`src/rtl/relay_frame_pkg.sv`:
```
package relay_frame_pkg;
   localparam int unsigned BYTE_W    = 8;
   localparam int unsigned FRAME_LEN = 4;
   localparam logic [BYTE_W-1:0] SYNC_CODE = 8'h0A;
   localparam logic [BYTE_W-1:0] END_CODE  = 8'h0D;

   typedef enum logic [1:0] {
      RX_IDLE,
      RX_START,
      RX_DATA,
      RX_STOP
   } rx_state_t;

   typedef enum logic [1:0] {
      W_IDLE,
      W_COLLECT,
      W_CHECK
   } win_state_t;
endpackage

```
`src/rtl/rfc_tick_gen.sv`:
```
module rfc_tick_gen #(
   parameter int unsigned DIV = 4
) (
   input  logic clk,
   input  logic rst,
   output logic tick
);
   localparam int unsigned CW = (DIV > 1) ? $clog2(DIV) : 1;

   generate
      if (DIV < 2) begin : g_bad_div
         $error("rfc_tick_gen: DIV must be at least 2");
      end
   endgenerate

   logic [CW-1:0] cnt;

   always_ff @(posedge clk) begin
      if (rst) begin
         cnt  <= '0;
         tick <= 1'b0;
      end else if (cnt == CW'(DIV - 1)) begin
         cnt  <= '0;
         tick <= 1'b1;
      end else begin
         cnt  <= cnt + 1'b1;
         tick <= 1'b0;
      end
   end

   a_r1_tick_single : assert property (@(posedge clk) disable iff (rst)
      tick |=> !tick);
endmodule

```
`src/rtl/rfc_uart_rx.sv`:
```
module rfc_uart_rx
   import relay_frame_pkg::*;
#(
   parameter int unsigned OVERSAMPLE  = 16,
   parameter int unsigned SYNC_STAGES = 2
) (
   input  logic              clk,
   input  logic              rst,
   input  logic              os_tick,
   input  logic              rx,
   output logic              byte_valid,
   output logic [BYTE_W-1:0] byte_data
);
   localparam int unsigned OS_CW  = $clog2(OVERSAMPLE);
   localparam int unsigned BIT_CW = $clog2(BYTE_W);
   localparam int unsigned HALF   = OVERSAMPLE / 2;

   generate
      if (OVERSAMPLE < 4 || (OVERSAMPLE % 2) != 0) begin : g_bad_os
         $error("rfc_uart_rx: OVERSAMPLE must be even and at least 4");
      end
      if (SYNC_STAGES < 1 || SYNC_STAGES > 4) begin : g_bad_sync
         $error("rfc_uart_rx: SYNC_STAGES must be 1 to 4");
      end
   endgenerate

   logic [SYNC_STAGES-1:0] sync_q;
   logic                   rx_s;
   logic                   rx_prev;

   generate
      if (SYNC_STAGES == 1) begin : g_sync_one
         always_ff @(posedge clk) begin
            if (rst) sync_q <= 1'b1;
            else     sync_q <= rx;
         end
      end else begin : g_sync_chain
         always_ff @(posedge clk) begin
            if (rst) sync_q <= '1;
            else     sync_q <= {sync_q[SYNC_STAGES-2:0], rx};
         end
      end
   endgenerate

   assign rx_s = sync_q[SYNC_STAGES-1];

   rx_state_t         state;
   logic [OS_CW-1:0]  os_cnt;
   logic [BIT_CW-1:0] bit_cnt;
   logic [BYTE_W-1:0] shift;

   always_ff @(posedge clk) begin
      if (rst) begin
         state      <= RX_IDLE;
         os_cnt     <= '0;
         bit_cnt    <= '0;
         shift      <= '0;
         rx_prev    <= 1'b1;
         byte_valid <= 1'b0;
         byte_data  <= '0;
      end else begin
         rx_prev    <= rx_s;
         byte_valid <= 1'b0;
         case (state)
            RX_IDLE: begin
               if (rx_prev && !rx_s) begin
                  state  <= RX_START;
                  os_cnt <= '0;
               end
            end
            RX_START: begin
               if (os_tick) begin
                  if (os_cnt == OS_CW'(HALF - 1)) begin
                     os_cnt  <= '0;
                     bit_cnt <= '0;
                     state   <= rx_s ? RX_IDLE : RX_DATA;
                  end else begin
                     os_cnt <= os_cnt + 1'b1;
                  end
               end
            end
            RX_DATA: begin
               if (os_tick) begin
                  if (os_cnt == OS_CW'(OVERSAMPLE - 1)) begin
                     os_cnt <= '0;
                     shift  <= {rx_s, shift[BYTE_W-1:1]};
                     if (bit_cnt == BIT_CW'(BYTE_W - 1)) state <= RX_STOP;
                     else                                bit_cnt <= bit_cnt + 1'b1;
                  end else begin
                     os_cnt <= os_cnt + 1'b1;
                  end
               end
            end
            RX_STOP: begin
               if (os_tick) begin
                  if (os_cnt == OS_CW'(OVERSAMPLE - 1)) begin
                     os_cnt <= '0;
                     state  <= RX_IDLE;
                     if (rx_s) begin
                        byte_valid <= 1'b1;
                        byte_data  <= shift;
                     end
                  end else begin
                     os_cnt <= os_cnt + 1'b1;
                  end
               end
            end
            default: state <= RX_IDLE;
         endcase
      end
   end

   // a character completes as a single-cycle strobe
   a_r1_valid_pulse : assert property (@(posedge clk) disable iff (rst)
      byte_valid |=> !byte_valid);
   // a strobe follows only a stop bit sampled high
   a_r2_stop_high : assert property (@(posedge clk) disable iff (rst)
      byte_valid |-> ($past(rx_s) && $past(state) == RX_STOP));
   // a start bit sampled high at mid-bit returns to idle
   a_r1_false_start : assert property (@(posedge clk) disable iff (rst)
      (state == RX_START && os_tick && os_cnt == OS_CW'(HALF - 1) && rx_s)
      |=> state == RX_IDLE);
endmodule

```
`src/rtl/rfc_frame_win.sv`:
```
module rfc_frame_win
   import relay_frame_pkg::*;
#(
   parameter int unsigned WINDOW_TICKS = 65536
) (
   input  logic              clk,
   input  logic              rst,
   input  logic              win_tick,
   input  logic              byte_valid,
   input  logic [BYTE_W-1:0] byte_data,
   output logic [BYTE_W-1:0] relay_lo,
   output logic [BYTE_W-1:0] relay_hi,
   output logic              frame_ok,
   output logic              frame_err
);
   localparam int unsigned WIN_CW = $clog2(WINDOW_TICKS);
   localparam int unsigned IDX_W  = $clog2(FRAME_LEN + 1);
   localparam int unsigned SLOT_W = $clog2(FRAME_LEN);

   generate
      if (WINDOW_TICKS < 2) begin : g_bad_win
         $error("rfc_frame_win: WINDOW_TICKS must be at least 2");
      end
      if (FRAME_LEN != 4) begin : g_bad_len
         $error("rfc_frame_win: frame layout assumes four slots");
      end
   endgenerate

   win_state_t        state;
   logic [WIN_CW-1:0] win_cnt;
   logic [IDX_W-1:0]  idx;
   logic [BYTE_W-1:0] slot [FRAME_LEN];
   logic              frame_good;

   assign frame_good = (slot[0] == SYNC_CODE) && (slot[FRAME_LEN-1] == END_CODE);

   always_ff @(posedge clk) begin
      if (rst) begin
         state     <= W_IDLE;
         win_cnt   <= '0;
         idx       <= '0;
         relay_lo  <= '0;
         relay_hi  <= '0;
         frame_ok  <= 1'b0;
         frame_err <= 1'b0;
         for (int i = 0; i < FRAME_LEN; i++) slot[i] <= '0;
      end else begin
         frame_ok  <= 1'b0;
         frame_err <= 1'b0;
         case (state)
            W_IDLE: begin
               if (byte_valid) begin
                  for (int i = 1; i < FRAME_LEN; i++) slot[i] <= '0;
                  slot[0] <= byte_data;
                  idx     <= IDX_W'(1);
                  win_cnt <= '0;
                  state   <= W_COLLECT;
               end
            end
            W_COLLECT: begin
               if (byte_valid && idx < IDX_W'(FRAME_LEN)) begin
                  slot[idx[SLOT_W-1:0]] <= byte_data;
                  idx <= idx + 1'b1;
               end
               if (win_tick) begin
                  if (win_cnt == WIN_CW'(WINDOW_TICKS - 1)) state <= W_CHECK;
                  else                                      win_cnt <= win_cnt + 1'b1;
               end
            end
            W_CHECK: begin
               if (frame_good) begin
                  relay_lo <= slot[1];
                  relay_hi <= slot[2];
                  frame_ok <= 1'b1;
               end else begin
                  for (int i = 0; i < FRAME_LEN; i++) slot[i] <= '0;
                  frame_err <= 1'b1;
               end
               state <= W_IDLE;
            end
            default: state <= W_IDLE;
         endcase
      end
   end

   // a character seen while idle opens the window with a cleared store
   a_r3_window_opens : assert property (@(posedge clk) disable iff (rst)
      (state == W_IDLE && byte_valid) |=>
      (state == W_COLLECT && slot[0] == $past(byte_data) && win_cnt == '0
       && slot[FRAME_LEN-1] == '0));
   // judgement happens only after a timer tick ends the window
   a_r4_judge_on_expiry : assert property (@(posedge clk) disable iff (rst)
      (state == W_CHECK) |-> ($past(win_tick) && $past(state) == W_COLLECT));
   // relays move only together with an accept pulse
   a_r5_relay_lo_on_ok : assert property (@(posedge clk) disable iff (rst)
      !$stable(relay_lo) |-> frame_ok);
   a_r5_relay_hi_on_ok : assert property (@(posedge clk) disable iff (rst)
      !$stable(relay_hi) |-> frame_ok);
   // a reject leaves the store empty
   a_r6_err_clears : assert property (@(posedge clk) disable iff (rst)
      frame_err |-> (slot[0] == '0 && slot[1] == '0 && slot[2] == '0 && slot[3] == '0));
   // a full store never advances its index
   a_r7_no_overflow : assert property (@(posedge clk) disable iff (rst)
      (state == W_COLLECT && idx == IDX_W'(FRAME_LEN)) |=> idx == IDX_W'(FRAME_LEN));
   // the first cycle after reset shows dark relays
   a_r8_reset_dark : assert property (@(posedge clk)
      $past(rst) |-> (relay_lo == '0 && relay_hi == '0 && !frame_ok && !frame_err));
   // status pulses are exclusive, single-cycle and follow a judgement
   a_r9_exclusive : assert property (@(posedge clk) disable iff (rst)
      !(frame_ok && frame_err));
   a_r9_from_check : assert property (@(posedge clk) disable iff (rst)
      (frame_ok || frame_err) |-> $past(state) == W_CHECK);
   a_r9_single : assert property (@(posedge clk) disable iff (rst)
      (frame_ok || frame_err) |=> !(frame_ok || frame_err));
endmodule

```
`src/rtl/relay_frame_ctrl.sv`:
```
module relay_frame_ctrl
   import relay_frame_pkg::*;
#(
   parameter int unsigned CLK_HZ       = 100_000_000,
   parameter int unsigned BAUD         = 9600,
   parameter int unsigned OVERSAMPLE   = 16,
   parameter int unsigned WIN_TICK_DIV = 108,
   parameter int unsigned WINDOW_TICKS = 65536,
   parameter int unsigned SYNC_STAGES  = 2
) (
   input  logic       clk,
   input  logic       rst,
   input  logic       rx_line,
   output logic [7:0] relay_lo,
   output logic [7:0] relay_hi,
   output logic       frame_ok,
   output logic       frame_err
);
   localparam int unsigned OS_DIV = CLK_HZ / (BAUD * OVERSAMPLE);

   generate
      if (OS_DIV < 2) begin : g_bad_rate
         $error("relay_frame_ctrl: clock too slow for BAUD*OVERSAMPLE");
      end
      if (BYTE_W != 8) begin : g_bad_width
         $error("relay_frame_ctrl: relay banks are eight bits wide");
      end
   endgenerate

   logic              os_tick;
   logic              win_tick;
   logic              byte_valid;
   logic [BYTE_W-1:0] byte_data;

   rfc_tick_gen #(.DIV(OS_DIV)) u_os_tick (
      .clk  (clk),
      .rst  (rst),
      .tick (os_tick)
   );

   rfc_tick_gen #(.DIV(WIN_TICK_DIV)) u_win_tick (
      .clk  (clk),
      .rst  (rst),
      .tick (win_tick)
   );

   rfc_uart_rx #(
      .OVERSAMPLE  (OVERSAMPLE),
      .SYNC_STAGES (SYNC_STAGES)
   ) u_rx (
      .clk        (clk),
      .rst        (rst),
      .os_tick    (os_tick),
      .rx         (rx_line),
      .byte_valid (byte_valid),
      .byte_data  (byte_data)
   );

   rfc_frame_win #(.WINDOW_TICKS(WINDOW_TICKS)) u_win (
      .clk        (clk),
      .rst        (rst),
      .win_tick   (win_tick),
      .byte_valid (byte_valid),
      .byte_data  (byte_data),
      .relay_lo   (relay_lo),
      .relay_hi   (relay_hi),
      .frame_ok   (frame_ok),
      .frame_err  (frame_err)
   );
endmodule

```
`config.mk`:
```
export PLATFORM = sky130hd
export DESIGN_NAME = relay_frame_ctrl
export DESIGN_NICKNAME = d
export VERILOG_FILES = /design/src/rtl/relay_frame_pkg.sv /design/src/rtl/rfc_tick_gen.sv /design/src/rtl/rfc_uart_rx.sv /design/src/rtl/rfc_frame_win.sv /design/src/rtl/relay_frame_ctrl.sv
export SDC_FILE = /design/constraint.sdc
export NUM_CORES = 1
export LEC_CHECK = 0
export CORE_MARGIN = 2
export CORE_UTILIZATION = 55
export DETAILED_ROUTE_END_ITERATION = 10
export PLACE_DENSITY = 0.73
export SKIP_LAST_GASP = 1
export SLEW_MARGIN = 20
export SYNTH_ARGS = -nofsm -noshare
export SYNTH_HDL_FRONTEND = slang
export SYNTH_HIERARCHICAL = 1
export SYNTH_SLANG_ARGS = --single-unit
```
`constraint.sdc`:
```
create_clock -name clk -period 3.1 [get_ports clk]
set_input_delay 0.31 -clock clk [delete_from_list [all_inputs] [get_ports clk]]
set_output_delay 0.31 -clock clk [all_outputs]
set_load 0.02 [all_outputs]
```
==> flow_metrics.py <==
metrics = {
    "logic_synthesis": {
        "post_synth.cell_area_avg_um2": 9.93,
        "synth_area_leaders": "dfxtp_1, edfxtp_1, nor2_1, mux2i_1, nand4b_1",
        "synth_largest_area_cell": "dfxtp_1",
        "synth_compound_area_frac": 0.133,
        "synth_area_mm2": 0.00522,
        "synthFlopType": "dfxtp_1",
        "synth-seq-area-share": 0.517,
        "yosys-mux-area-fraction": 0.0383,
        "yosysWarnings": 6,
        "synth_xor_area_frac": 0.0101,
        "main_combinational_cell_family_by_area_after_synthesis": "simple AND/OR/NAND/NOR gates",
        "synth_cell_types": 62,
        "synth-edff-count": 32,
        "netlist_instances": 526,
        "synth_fp_nets": 538,
        "async_flop_share": 0,
        "synth_simple_gate_area_share": 0.240,
        "post_synthesis_register_bit_count": 119,
        "synth_top_cell_area_share": 0.333,
        "synth-adder-area-share": 0.0216,
    },
    "global_routing": {
        "first_global_vias": 3642,
        "overall_routing_resource_usage": 0.215,
        "largest_net_degree_at_the_start_of_global_routing": 58,
        "first_pass_grt_wire_length_um": 17600,
        "grt.overflow.total": 0,
        "grt_antenna_before_repair": 0,
    },
    "worst_setup_path": {
        "worstSetupPathDepth": 5,
        "cpMostUsedCell": "nand3_1",
        "crit_type": "flop to flop",
        "critical_path.n_buffers_inverters": 1,
        "critical_path_arrival_ps": 2310,
        "crit_path_start_kind": "flop",
        "worst_path_max_delay_cell": "or3_1",
        "critical_path.top_delay_family": "simple AND/OR/NAND/NOR gates",
        "crit_required_ps": 3250,
        "crit_path_cell_trace": "nor2_1, nand3_1, buf_4, or3_1, nand3_1",
        "critPathCapture": "u_win/slot[3][5]$_SDFFCE_PN0P_",
        "critPathLaunch": "u_win/state[1]$_SDFFE_PP0P_",
        "worst_r2r_path_depth": 5,
        "critPathMaxStageDelay_ps": 460,
        "worstSetupEndpointType": "flop",
        "critical_path.reg2reg.startpoint": "u_win/state[1]$_SDFFE_PP0P_",
        "maximum_fanout_along_the_worst_path": 19,
        "crit-reg2reg-capture": "u_win/slot[3][5]$_SDFFCE_PN0P_",
        "setup.reg_to_reg.worst_slack_ps": 940,
    },
    "floorplanning": {
        "die_height_um": 101,
        "design.core.area_mm2": 0.00924,
        "initial_core_utilization": 0.565,
        "floorplan.die_area_mm2": 0.0103,
        "placementRows": 35,
        "design.portCount": 21,
        "die_width_um": 101,
    },
    "clock_network": {
        "tritoncts.num_buffers": 17,
        "htree_levels": 4,
        "ctsRootBufferMaster": "clkbuf_8",
        "source_to_sink_clock_delay_at_the_later_pin_of_the_worst_skew_pair_ps": 500,
        "cts_max_path_buffers": 2,
        "cts_tree": "built",
        "clk_pin_slew_ps": 50,
        "numClockSinks": 119,
        "cts_hold_buf": 0,
        "number_of_gates_resized_after_cts": 0,
        "cts_post_setup_buffers_inserted": 0,
    },
    "power_and_ir_drop": {
        "peakVddDrop_mv": 0.356,
        "netSwitchingFraction": 0.217,
        "total_power_after_layout_uw": 3510,
        "seq_power_share": 0.465,
        "clock_group_share_of_total_power": 0.519,
        "power_density_mw_per_mm2": 576,
        "p_sw_uw": 762,
        "power.static_leakage_uw": 0.00207,
        "p_comb_frac": 0.016,
        "intPower_uw": 2740,
    },
    "cells_and_area": {
        "final_nets": 554,
        "area_delta_synth_final_pct": 16.6,
        "antenna_cells": 0,
        "sequential_cell_area_mm2": 0.00270,
        "fraction_of_layout_instances_using_a_drive_strength_above_1": 0.110,
        "layout_common_cells": "dfxtp_1, nor2_1, edfxtp_1",
        "final.fill_count": 716,
        "multi_input_gate_area_mm2": 0.00232,
        "final_common_cell": "dfxtp_1",
    },
    "place": {
        "detailed_place_hpwl_um": 6820,
        "gpl.final_weighted_congestion": 0.921,
        "portBuffers": 20,
    },
    "timing": {
        "fmax_achieved_mhz": 463,
        "final.period_utilization": 0.697,
        "slew_headroom": 0.505,
        "setup_tns_ps": 0,
        "rsz0062_at_grt": "false",
        "finalMaxSlewViolations": 0,
        "finClkSkew_ps": 11.2,
        "timing.final.setup_violations": 0,
        "fin_hold_viols": 0,
        "post-route-min-period_ps": 2160,
        "hold_ws_ps": 119,
        "tightest_slew_ps": 741,
    },
    "detailed_routing": {
        "first_pass_iters": 4,
        "ant_nets": 0,
        "routed_wire_length_per_instance_um": 15.2,
        "num_vias": 4054,
        "drt_iter0_markers": 185,
        "drt-total-wl_um": 10400,
        "drc": 0,
        "viasPerCell": 5.93,
    },
    "outcome": {
        "result_of_the_run": "finished clean",
    },
    "hold_path": {
        "worstHoldPathType": "input port to flop",
    },
    "run": {
        "maxCapViolations": 0,
    },
}
-- kinds of logic after synthesis --
kind of cell | after synthesis
flops | 119
simple gates | 216
xor+xnor | 6
compound gates | 104
fa+ha+maj | 9
mux | 20
buf+inv | 52
-- flip-flops by register name (all words and copies together), names as in the netlist, named ones only --
name             cells
u_win/frame_err      1
u_rx/state           1
u_rx/sync_q          2
u_rx/shift           8
u_win/slot          32
u_rx/byte_valid      1
u_win/idx            3
u_win/relay_lo       8
u_win/relay_hi       8
u_rx/byte_data       8
u_os_tick/tick       1
u_rx/bit_cnt         3
u_win/state          2
u_win_tick/cnt       7
u_rx/os_cnt          4
u_win/win_cnt       16
u_win_tick/tick      1
u_rx/rx_prev         1
u_os_tick/cnt       10
u_win/frame_ok       1
-- worst min-delay path by stage --
stage,cells after the start,start,endpoint,slack [ps]
2_1_floorplan,1,rst,u_os_tick/tick$_SDFF_PP0_,380
3_3_place_gp,1,u_rx/sync_q[0]$_SDFF_PP1_,u_rx/sync_q[1]$_SDFF_PP1_,400
3_5_place_dp,1,u_rx/sync_q[0]$_SDFF_PP1_,u_rx/sync_q[1]$_SDFF_PP1_,400
4_1_cts,3,rst,u_win/state[0]$_SDFFE_PP0P_,110
5_1_grt,3,rst,u_win/state[0]$_SDFFE_PP0P_,140
6_report,3,rst,u_win/state[0]$_SDFFE_PP0P_,120
-- power groups by stage --
| stage | Clock, µW | Sequential, µW | Combinational, µW |
|---|---|---|---|
| global placement | 0 | 1660 | 54.8 |
| finish | 1820 | 1630 | 56.6 |
| floorplan | 0 | 1660 | 42.5 |
| detailed placement | 0 | 1660 | 56.9 |
| CTS | 1850 | 1630 | 57.3 |
| global route | 1920 | 1630 | 64.8 |
-- per-stage QoR --
| stage | util | instance area (µm²) | std cells | setup slack (ps) |
|---|---|---|---|---|
| after floorplan | - | 5220 | 526 | 636 |
| after detailed placement | 0.597 | 5520 | 652 | 906 |
| after global routing | 0.659 | 6090 | 684 | 730 |
| final | 0.659 | 6090 | 684 | 939 |
| after CTS | 0.658 | 6080 | 684 | 865 |
| after global placement | 0.597 | 5520 | 652 | 1040 |
-- synth_stat cells (3+ instances only) --
library cell	n
nor4b_1	5
ha_1	9
and3_1	6
clkbuf_1	24
and4_1	3
o31ai_1	3
and2_1	3
nand2b_1	9
xor2_1	4
a221o_1	4
o311ai_0	6
a31oi_1	8
or3_1	8
nor3_1	10
nand4_1	11
nor2b_1	4
o21ai_0	25
nor4_1	20
a21oi_2	7
edfxtp_1	32
nor2_1	61
inv_1	20
nand3_1	15
buf_2	5
dfxtp_1	87
a21oi_1	26
mux2i_1	20
nand2_1	23
or2_2	3
o311a_1	4
nand4b_1	17
a21o_1	4
-- worst register-to-register path: stages, from the launching register on --
cell and delay, ps:
dfxtp_1 400, nor2_1 180, nand3_1 180, buf_4 250, or3_1 460, nand3_1 350
-- per-layer routing --
layer  track usage  vias up  part of all wire
met4        0.0603        0             0.012
met1         0.301     1921              0.47
met2         0.333      131              0.47
met5             0        -                 0
li1              -     1991                 -
met3        0.0552       11             0.055
-- area by class of cell --
cell class | count | share of cell area
clock buffers | 22 | 0.0795
clock inverters | 10 | 0.0134
inverters | 20 | 0.0123
multi-input cells | 355 | 0.381
flip-flops and latches | 119 | 0.444
well taps | 129 | 0.0265
repair buffers | 29 | 0.0431
Power figures use the tool's default switching activity.
